`src/rtl/crt_tg_pkg.sv`:
```
package crt_tg_pkg;
  localparam logic [31:0] UNLOCK_KEY = 32'h0000_4758;
  localparam int NUM_TREGS = 6;
  localparam int TREG_BASE = 3;
  localparam int POS_W     = 16;

  typedef enum logic [3:0] {
    RI_KEY    = 4'd0,
    RI_TGCTL  = 4'd1,
    RI_OUTCTL = 4'd2
  } reg_idx_e;

  // timing register slots (staging/live arrays)
  localparam int TI_HAT = 0;
  localparam int TI_HBL = 1;
  localparam int TI_HSY = 2;
  localparam int TI_VAT = 3;
  localparam int TI_VBL = 4;
  localparam int TI_VSY = 5;

  // output control bit positions
  localparam int OC_HS      = 1;
  localparam int OC_VS      = 2;
  localparam int OC_DAC     = 3;
  localparam int OC_HP      = 8;
  localparam int OC_VP      = 9;
  localparam int OC_SKEW_LO = 14;
  localparam logic [2:0] SKEW_RST = 3'd4;

  typedef struct packed {
    logic hs_en;
    logic vs_en;
    logic dac_en;
    logic hs_pol;
    logic vs_pol;
  } outctl_t;
endpackage

```
`src/rtl/crt_tg_regs.sv`:
```
module crt_tg_regs
  import crt_tg_pkg::*;
#(
  parameter logic [NUM_TREGS*32-1:0] TREG_RST = '0
) (
  input  logic                         clk,
  input  logic                         rst,
  input  logic                         wr,
  input  logic [3:0]                   addr,
  input  logic [31:0]                  wdata,
  output logic [31:0]                  rdata,
  output logic                         tg_en,
  output outctl_t                      oc,
  output logic [NUM_TREGS-1:0][31:0]   treg
);
  logic [31:0] key_q;
  logic        tg_q;
  outctl_t     oc_q;
  logic [2:0]  skew_q;
  logic        wr_ok;
  logic [31:0] oc_word;
  logic [31:0] rd_d;

  assign wr_ok = wr && (key_q == UNLOCK_KEY) && (addr != RI_KEY);

  always_ff @(posedge clk) begin
    if (rst) begin
      key_q  <= '0;
      tg_q   <= 1'b0;
      oc_q   <= '0;
      skew_q <= SKEW_RST;
    end else begin
      if (wr && addr == RI_KEY) key_q <= wdata;
      if (wr_ok && addr == RI_TGCTL) tg_q <= wdata[0];
      if (wr_ok && addr == RI_OUTCTL) begin
        oc_q.hs_en  <= wdata[OC_HS];
        oc_q.vs_en  <= wdata[OC_VS];
        oc_q.dac_en <= wdata[OC_DAC];
        oc_q.hs_pol <= wdata[OC_HP];
        oc_q.vs_pol <= wdata[OC_VP];
        skew_q      <= wdata[OC_SKEW_LO +: 3];
      end
    end
  end

  for (genvar gi = 0; gi < NUM_TREGS; gi++) begin : g_treg
    always_ff @(posedge clk) begin
      if (rst) treg[gi] <= TREG_RST[gi*32 +: 32];
      else if (wr_ok && addr == 4'(TREG_BASE + gi)) treg[gi] <= wdata;
    end
  end

  always_comb begin
    oc_word = '0;
    oc_word[OC_HS]  = oc_q.hs_en;
    oc_word[OC_VS]  = oc_q.vs_en;
    oc_word[OC_DAC] = oc_q.dac_en;
    oc_word[OC_HP]  = oc_q.hs_pol;
    oc_word[OC_VP]  = oc_q.vs_pol;
    oc_word[OC_SKEW_LO +: 3] = skew_q;
    rd_d = '0;
    if (addr == RI_KEY)    rd_d = key_q;
    if (addr == RI_TGCTL)  rd_d = {31'd0, tg_q};
    if (addr == RI_OUTCTL) rd_d = oc_word;
    for (int i = 0; i < NUM_TREGS; i++)
      if (addr == 4'(TREG_BASE + i)) rd_d = treg[i];
  end

  always_ff @(posedge clk) begin
    if (rst) rdata <= '0;
    else     rdata <= rd_d;
  end

  assign tg_en = tg_q;
  assign oc    = oc_q;

  // a write while locked leaves control state untouched
  assert_locked_write_dropped_R1: assert property (@(posedge clk) disable iff (rst)
    (wr && addr != RI_KEY && key_q != UNLOCK_KEY) |=> ($stable(tg_q) && $stable(oc_q) && $stable(treg)));
endmodule

```
`src/rtl/crt_tg_raster.sv`:
```
module crt_tg_raster
  import crt_tg_pkg::*;
#(
  parameter logic [NUM_TREGS*32-1:0] TREG_RST = '0
) (
  input  logic                       clk,
  input  logic                       rst,
  input  logic                       en,
  input  logic [NUM_TREGS-1:0][31:0] staged,
  output logic [NUM_TREGS-1:0][31:0] live,
  output logic [POS_W-1:0]           hcnt,
  output logic [POS_W-1:0]           vcnt
);
  logic [POS_W-1:0] h_last;
  logic [POS_W-1:0] v_last;
  logic             line_end;
  logic             frame_end;

  assign h_last    = live[TI_HAT][31:16];
  assign v_last    = live[TI_VAT][31:16];
  assign line_end  = (hcnt >= h_last);
  assign frame_end = line_end && (vcnt >= v_last);

  // shadow copy: reloaded only at frame wrap or while stopped
  always_ff @(posedge clk) begin
    if (rst)                   live <= TREG_RST;
    else if (!en || frame_end) live <= staged;
  end

  always_ff @(posedge clk) begin
    if (rst || !en) begin
      hcnt <= '0;
      vcnt <= '0;
    end else if (line_end) begin
      hcnt <= '0;
      vcnt <= (vcnt >= v_last) ? '0 : vcnt + 1'b1;
    end else begin
      hcnt <= hcnt + 1'b1;
    end
  end

  assert_hcnt_in_line_R3: assert property (@(posedge clk) disable iff (rst)
    hcnt <= h_last);
  assert_stopped_holds_zero_R6: assert property (@(posedge clk) disable iff (rst)
    !en |=> (hcnt == '0 && vcnt == '0));
  assert_live_stable_midframe_R10: assert property (@(posedge clk) disable iff (rst)
    (hcnt != '0 || vcnt != '0) |-> $stable(live));
endmodule

```
`src/rtl/crt_tg_outstage.sv`:
```
module crt_tg_outstage
  import crt_tg_pkg::*;
(
  input  logic             clk,
  input  logic             rst,
  input  logic             en,
  input  outctl_t          oc,
  input  logic [POS_W-1:0] hcnt,
  input  logic [POS_W-1:0] vcnt,
  input  logic [POS_W-1:0] h_act_m1,
  input  logic [POS_W-1:0] h_bl_lo,
  input  logic [POS_W-1:0] h_bl_hi,
  input  logic [POS_W-1:0] h_sy_lo,
  input  logic [POS_W-1:0] h_sy_hi,
  input  logic [POS_W-1:0] v_act_m1,
  input  logic [POS_W-1:0] v_bl_lo,
  input  logic [POS_W-1:0] v_bl_hi,
  input  logic [POS_W-1:0] v_sy_lo,
  input  logic [POS_W-1:0] v_sy_hi,
  output logic             hsync_o,
  output logic             vsync_o,
  output logic             disp_en_o,
  output logic             blank_o,
  output logic [POS_W-1:0] px_x_o,
  output logic [POS_W-1:0] px_y_o
);
  function automatic logic in_win(input logic [POS_W-1:0] p, lo_m1, hi_m1);
    return (p > lo_m1) && (p <= hi_m1);
  endfunction

  logic hs_win, vs_win, bl_win, vis;

  assign hs_win = in_win(hcnt, h_sy_lo, h_sy_hi) && oc.hs_en;
  assign vs_win = in_win(vcnt, v_sy_lo, v_sy_hi) && oc.vs_en;
  assign bl_win = in_win(hcnt, h_bl_lo, h_bl_hi) || in_win(vcnt, v_bl_lo, v_bl_hi);
  assign vis    = (hcnt <= h_act_m1) && (vcnt <= v_act_m1) && oc.dac_en;

  always_ff @(posedge clk) begin
    if (rst) begin
      hsync_o   <= 1'b1;
      vsync_o   <= 1'b1;
      disp_en_o <= 1'b0;
      blank_o   <= 1'b0;
      px_x_o    <= '0;
      px_y_o    <= '0;
    end else begin
      hsync_o   <= (en && hs_win) ? oc.hs_pol : !oc.hs_pol;
      vsync_o   <= (en && vs_win) ? oc.vs_pol : !oc.vs_pol;
      disp_en_o <= en && vis;
      blank_o   <= en && bl_win;
      px_x_o    <= en ? hcnt : '0;
      px_y_o    <= en ? vcnt : '0;
    end
  end

  assert_visible_needs_dac_R5: assert property (@(posedge clk) disable iff (rst)
    disp_en_o |-> $past(oc.dac_en));
  assert_hsync_gated_idle_R7: assert property (@(posedge clk) disable iff (rst)
    !oc.hs_en |=> (hsync_o == !$past(oc.hs_pol)));
  assert_vsync_gated_idle_R7: assert property (@(posedge clk) disable iff (rst)
    !oc.vs_en |=> (vsync_o == !$past(oc.vs_pol)));
endmodule

```
`src/rtl/crt_timing_gen.sv`:
```
module crt_timing_gen
  import crt_tg_pkg::*;
#(
  parameter int H_ACTIVE = 640,
  parameter int H_FRONT  = 16,
  parameter int H_SYNC   = 96,
  parameter int H_BACK   = 48,
  parameter int V_ACTIVE = 480,
  parameter int V_FRONT  = 10,
  parameter int V_SYNC   = 2,
  parameter int V_BACK   = 33
) (
  input  logic        clk,
  input  logic        rst,
  input  logic        bus_wr,
  input  logic [3:0]  bus_addr,
  input  logic [31:0] bus_wdata,
  output logic [31:0] bus_rdata,
  output logic        hsync_o,
  output logic        vsync_o,
  output logic        disp_en_o,
  output logic        blank_o,
  output logic [15:0] px_x_o,
  output logic [15:0] px_y_o
);
  localparam int H_SS  = H_ACTIVE + H_FRONT;
  localparam int H_SE  = H_SS + H_SYNC;
  localparam int H_TOT = H_SE + H_BACK;
  localparam int V_SS  = V_ACTIVE + V_FRONT;
  localparam int V_SE  = V_SS + V_SYNC;
  localparam int V_TOT = V_SE + V_BACK;
  localparam logic [NUM_TREGS*32-1:0] TREG_RST = {
    16'(V_SE - 1),  16'(V_SS - 1),
    16'(V_TOT - 1), 16'(V_ACTIVE - 1),
    16'(V_TOT - 1), 16'(V_ACTIVE - 1),
    16'(H_SE - 1),  16'(H_SS - 1),
    16'(H_TOT - 1), 16'(H_ACTIVE - 1),
    16'(H_TOT - 1), 16'(H_ACTIVE - 1)
  };

  logic                       tg_en;
  outctl_t                    oc;
  logic [NUM_TREGS-1:0][31:0] staged;
  logic [NUM_TREGS-1:0][31:0] live;
  logic [POS_W-1:0]           hcnt, vcnt;

  crt_tg_regs #(.TREG_RST(TREG_RST)) u_regs (
    .clk(clk), .rst(rst), .wr(bus_wr), .addr(bus_addr), .wdata(bus_wdata),
    .rdata(bus_rdata), .tg_en(tg_en), .oc(oc), .treg(staged)
  );

  crt_tg_raster #(.TREG_RST(TREG_RST)) u_raster (
    .clk(clk), .rst(rst), .en(tg_en), .staged(staged), .live(live),
    .hcnt(hcnt), .vcnt(vcnt)
  );

  crt_tg_outstage u_out (
    .clk(clk), .rst(rst), .en(tg_en), .oc(oc), .hcnt(hcnt), .vcnt(vcnt),
    .h_act_m1(live[TI_HAT][15:0]),
    .h_bl_lo(live[TI_HBL][15:0]), .h_bl_hi(live[TI_HBL][31:16]),
    .h_sy_lo(live[TI_HSY][15:0]), .h_sy_hi(live[TI_HSY][31:16]),
    .v_act_m1(live[TI_VAT][15:0]),
    .v_bl_lo(live[TI_VBL][15:0]), .v_bl_hi(live[TI_VBL][31:16]),
    .v_sy_lo(live[TI_VSY][15:0]), .v_sy_hi(live[TI_VSY][31:16]),
    .hsync_o(hsync_o), .vsync_o(vsync_o), .disp_en_o(disp_en_o),
    .blank_o(blank_o), .px_x_o(px_x_o), .px_y_o(px_y_o)
  );
endmodule

```
`config.mk`:
```
export PLATFORM = sky130hd
export DESIGN_NAME = crt_timing_gen
export DESIGN_NICKNAME = d
export VERILOG_FILES = /design/src/rtl/crt_tg_pkg.sv /design/src/rtl/crt_tg_regs.sv /design/src/rtl/crt_tg_raster.sv /design/src/rtl/crt_tg_outstage.sv /design/src/rtl/crt_timing_gen.sv
export SDC_FILE = /design/constraint.sdc
export NUM_CORES = 1
export LEC_CHECK = 0
export BUFFER_PORTS_ARGS = -buffer_cell sky130_fd_sc_hd__buf_2
export CORE_MARGIN = 3
export CORE_UTILIZATION = 30
export DETAILED_ROUTE_END_ITERATION = 7
export PLACE_DENSITY_LB_ADDON = 0.08
export SYNTH_ARGS = -nofsm -noshare
export SYNTH_HDL_FRONTEND = slang
export SYNTH_HIERARCHICAL = 1
export SYNTH_SLANG_ARGS = --single-unit
```
`constraint.sdc`:
```
create_clock -name clk -period 2.6 [get_ports clk]
set_clock_uncertainty 0.1 [all_clocks]
set_input_delay 0.39 -clock clk [delete_from_list [all_inputs] [get_ports clk]]
set_output_delay 0.39 -clock clk [all_outputs]
set_load 0.01 [all_outputs]
```
==> metrics.md <==
| Metric | Value |
|---|---|
| Status | `finished, violations left` |
| Failing checks | `negative setup slack` |
| Yosys cell types | `68` |
| Global-route wire length before repair | `147000 um` |
| Row count | `108` |
| Peak supply drop | `0.376 mV` |
| Clk Latency, worst-skew pair | `0.61 ns` |
| Final HPWL DP | `75600 um` |
| Layout area overhead | `23.9%` |
| Clock Tree Buf Depth | `3` |
| Number of global-route vias before repair | `22655` |
| Share of cells above drive strength 1 | `17.2%` |
| Register area share after synthesis | `39.8%` |
| Synthesized cell area | `0.0264 mm^2` |
| DR vias | `22620` |
| WHS Path Cells | `3` |
| Largest net degree at the start of global routing | `126` |
| CTS Sinks | `525` |
| Routability cong. | `0.900` |
| Worst setup margin | `-0.0232 ns` |
| F_max | `381 MHz` |
| Final ANT Viol Nets | `0` |
| WP data arrival | `3.04 ns` |
| Finished Core Util | `37.6%` |
| WL/cell | `22.7 um` |
| Initial antenna violation count | `8` |
| DRC | `0` |
| Initial Util | `30.4%` |
| Leakage | `12.6 nW` |
| Cells after Synth | `3058` |
| Critical path class | `reg -> reg` |
| R2R depth | `11` |
| Total CTS buffers | `67` |
| Max-slew headroom | `46.3%` |
| Synth Net Count | `3291` |
| Nets | `3511` |
| Gr usage total | `21.6%` |
| Maxcap violations | `0` |
| Ys Warns | `6` |
| Critical path's slowest cell | `a2111o_1` |
| CP Depth | `11` |
| Min Hold Slack | `0.0375 ns` |
| Endpoints failing setup | `5` |
| Most common cell type on the critical path | `buf_16` |
| Clock transition at path regs | `0.06 ns` |
| Number of synthesized flops with an enable pin | `0` |
| Final Power | `0.0186 W` |
| Required @ worst endpoint | `3.01 ns` |
| Starting DRT DRC Count | `1481` |
| Critical Path Max Stage Delay | `0.37 ns` |
| Io pins | `107` |
| Number of H-tree levels | `3` |
| Avg Cell Area, Syn | `8.65 um^2` |
| Min-Delay Path Class | `in -> reg` |
| Width of the die | `303 um` |
| Crit path max fanout | `8` |
| Final hold vios | `0` |
| Final wirelength | `102000 um` |
| Min Tclk post-route | `2.62 ns` |
| Worst slack at placement | `-0.273 ns` |
| Worst Tran Pin Value | `0.803 ns` |
| Root buf cell | `clkbuf_16` |
| Synth top cells by count | `525 x dfxtp_1, 324 x a21oi_1, 321 x nand2_1, 252 x nor2_1, 235 x nand2b_1` |
| CP endpoint kind | `flop` |
| Area after DPL | `0.0294 mm^2` |
| Max-slew violations | `0` |
| RSZ-0062 raised after global routing | `true` |
| Die area | `0.0917 mm^2` |
| CP top delay family | `compound AO/OA/AOI/OAI gates` |
| Vias per inst | `5.05` |
| Final instance area | `0.0328 mm^2` |
| Port Buffers | `106` |
| Vert. Die Dim | `303 um` |
| Critical path cell sequence | `ha_4, nand2b_4, a2111o_1, a32oi_2, nand3_2, a21boi_4, buf_12, buf_16, buf_8, buf_16, mux2i_2` |
| Top-count cell post-synth | `dfxtp_1` |
| Crit path launch type | `flop` |
| Asr flop ratio synth | `0%` |
| Core area | `0.0870 mm^2` |
| Synth top area share | `39.8%` |
| Crit path buffers/inverters | `4` |
| PwrDens | `567 mW/mm^2` |
| CTS tree | `built` |
| Yosys reg bits | `525` |
| Synth area leaders | `dfxtp_1 40%, ha_1 9.2%, mux2i_1 8.4%` |
| Gr ovfl total | `0` |
| Period utilisation layout | `101%` |
| Ys flop type | `dfxtp_1` |
| Yosys top cell by area | `dfxtp_1` |
| TritonRoute pass-1 iters | `5` |
## placed cells by master, fill, tap and decap left out, drive strengths merged, types with 22 or more instances in the layout
cell / n
ha: 194
nor2b: 42
a21oi: 324
nor2: 254
nand2: 322
dfxtp: 525
clkbuf: 103
a221oi: 27
nand4: 45
nand2b: 235
buf: 330
nand3: 38
o32ai: 22
a22oi: 31
mux2i: 223
inv: 199
o21ai: 67
mux2: 30
and2: 36
nor3: 87
## registers in the layout, indices dropped and copies added (netlist names)
signal,count
u_raster/hcnt,16
u_regs/key_q,32
u_regs/tg_en,1
u_raster/live,192
u_out/px_y_o,16
u_regs/skew_q,3
u_out/hsync_o,1
u_out/px_x_o,16
u_regs/rdata,32
u_regs/oc,5
u_out/blank_o,1
u_out/vsync_o,1
u_raster/vcnt,16
u_out/disp_en_o,1
u_regs/treg,192
## power by group
part | internal (W) | switching (W) | total, W
registers | 0.00807 | 0.0000159 | 0.00809
logic | 0.000277 | 0.000556 | 0.000833
clock network | 0.00594 | 0.00371 | 0.00964
total | 0.0143 | 0.00428 | 0.0186
## layout make-up
| class | count | area, um^2 |
|---|---|---|
| timing repair buffer | 347 | 3230 |
| inverter | 197 | 743 |
| sequential | 525 | 10600 |
| clock buffer | 97 | 2010 |
| antenna | 3 | 7.51 |
| tap | 1155 | 1450 |
| multi-input combinational | 2140 | 14500 |
| fill | 8978 | 54300 |
| clock inverter | 16 | 244 |
## logic make-up (layout without fill, tap and decap cells)
family	count (synthesis)	count (layout)	share of synthesized area, %
simple gates	1111	1111	20.8
compound gates	562	562	12.8
flops	525	525	39.8
buf+inv	393	657	7.06
mux	254	254	9.81
fa+ha+maj	194	194	9.18
xor+xnor	19	19	0.629
other cells	0	3	0
## per-stage QoR
step                      setup TNS (ns)  instances
after detailed placement          -38.25       4323
after floorplan                        0       3058
after global routing               -7.81       4477
after CTS                        -0.0604       4469
final                            -0.0425       4480
after global placement            -27.82       4323
## metal layers
layer  up-vias  track usage [%]  wire, um
met2       544             35.5     46800
met4         2             5.68      2310
met1     11012             29.8     47900
met5         -                0        13
li1      10941                -         -
met3       121             2.75      4540
## repair_timing
action                                 in CTS  in global routing
setup buffers                              16                  3
endpoints found under the hold margin      24                  0
hold buffers                               11                  0
pin swaps                                  16                 11
setup endpoints to repair                 196                193
cloned                                      7                  8
resized for setup                          77                 44
## final timing paths
path | start | endpoint | slack (ns)
worst max-delay path | u_raster/live[16] | u_raster/live[96] | -0.02
worst min-delay path | bus_wdata[20] | u_regs/treg[116] | 0.04
worst max register to register | u_raster/live[16] | u_raster/live[96] | -0.02
worst min register to register | u_regs/oc[2] | u_out/disp_en_o | 0.36
## worst min-delay path, cell delays in order
cell and delay, ns:
buf_2 0.17, nand2_1 0.07, a21oi_1 0.06
Power figures use the tool's default switching activity.
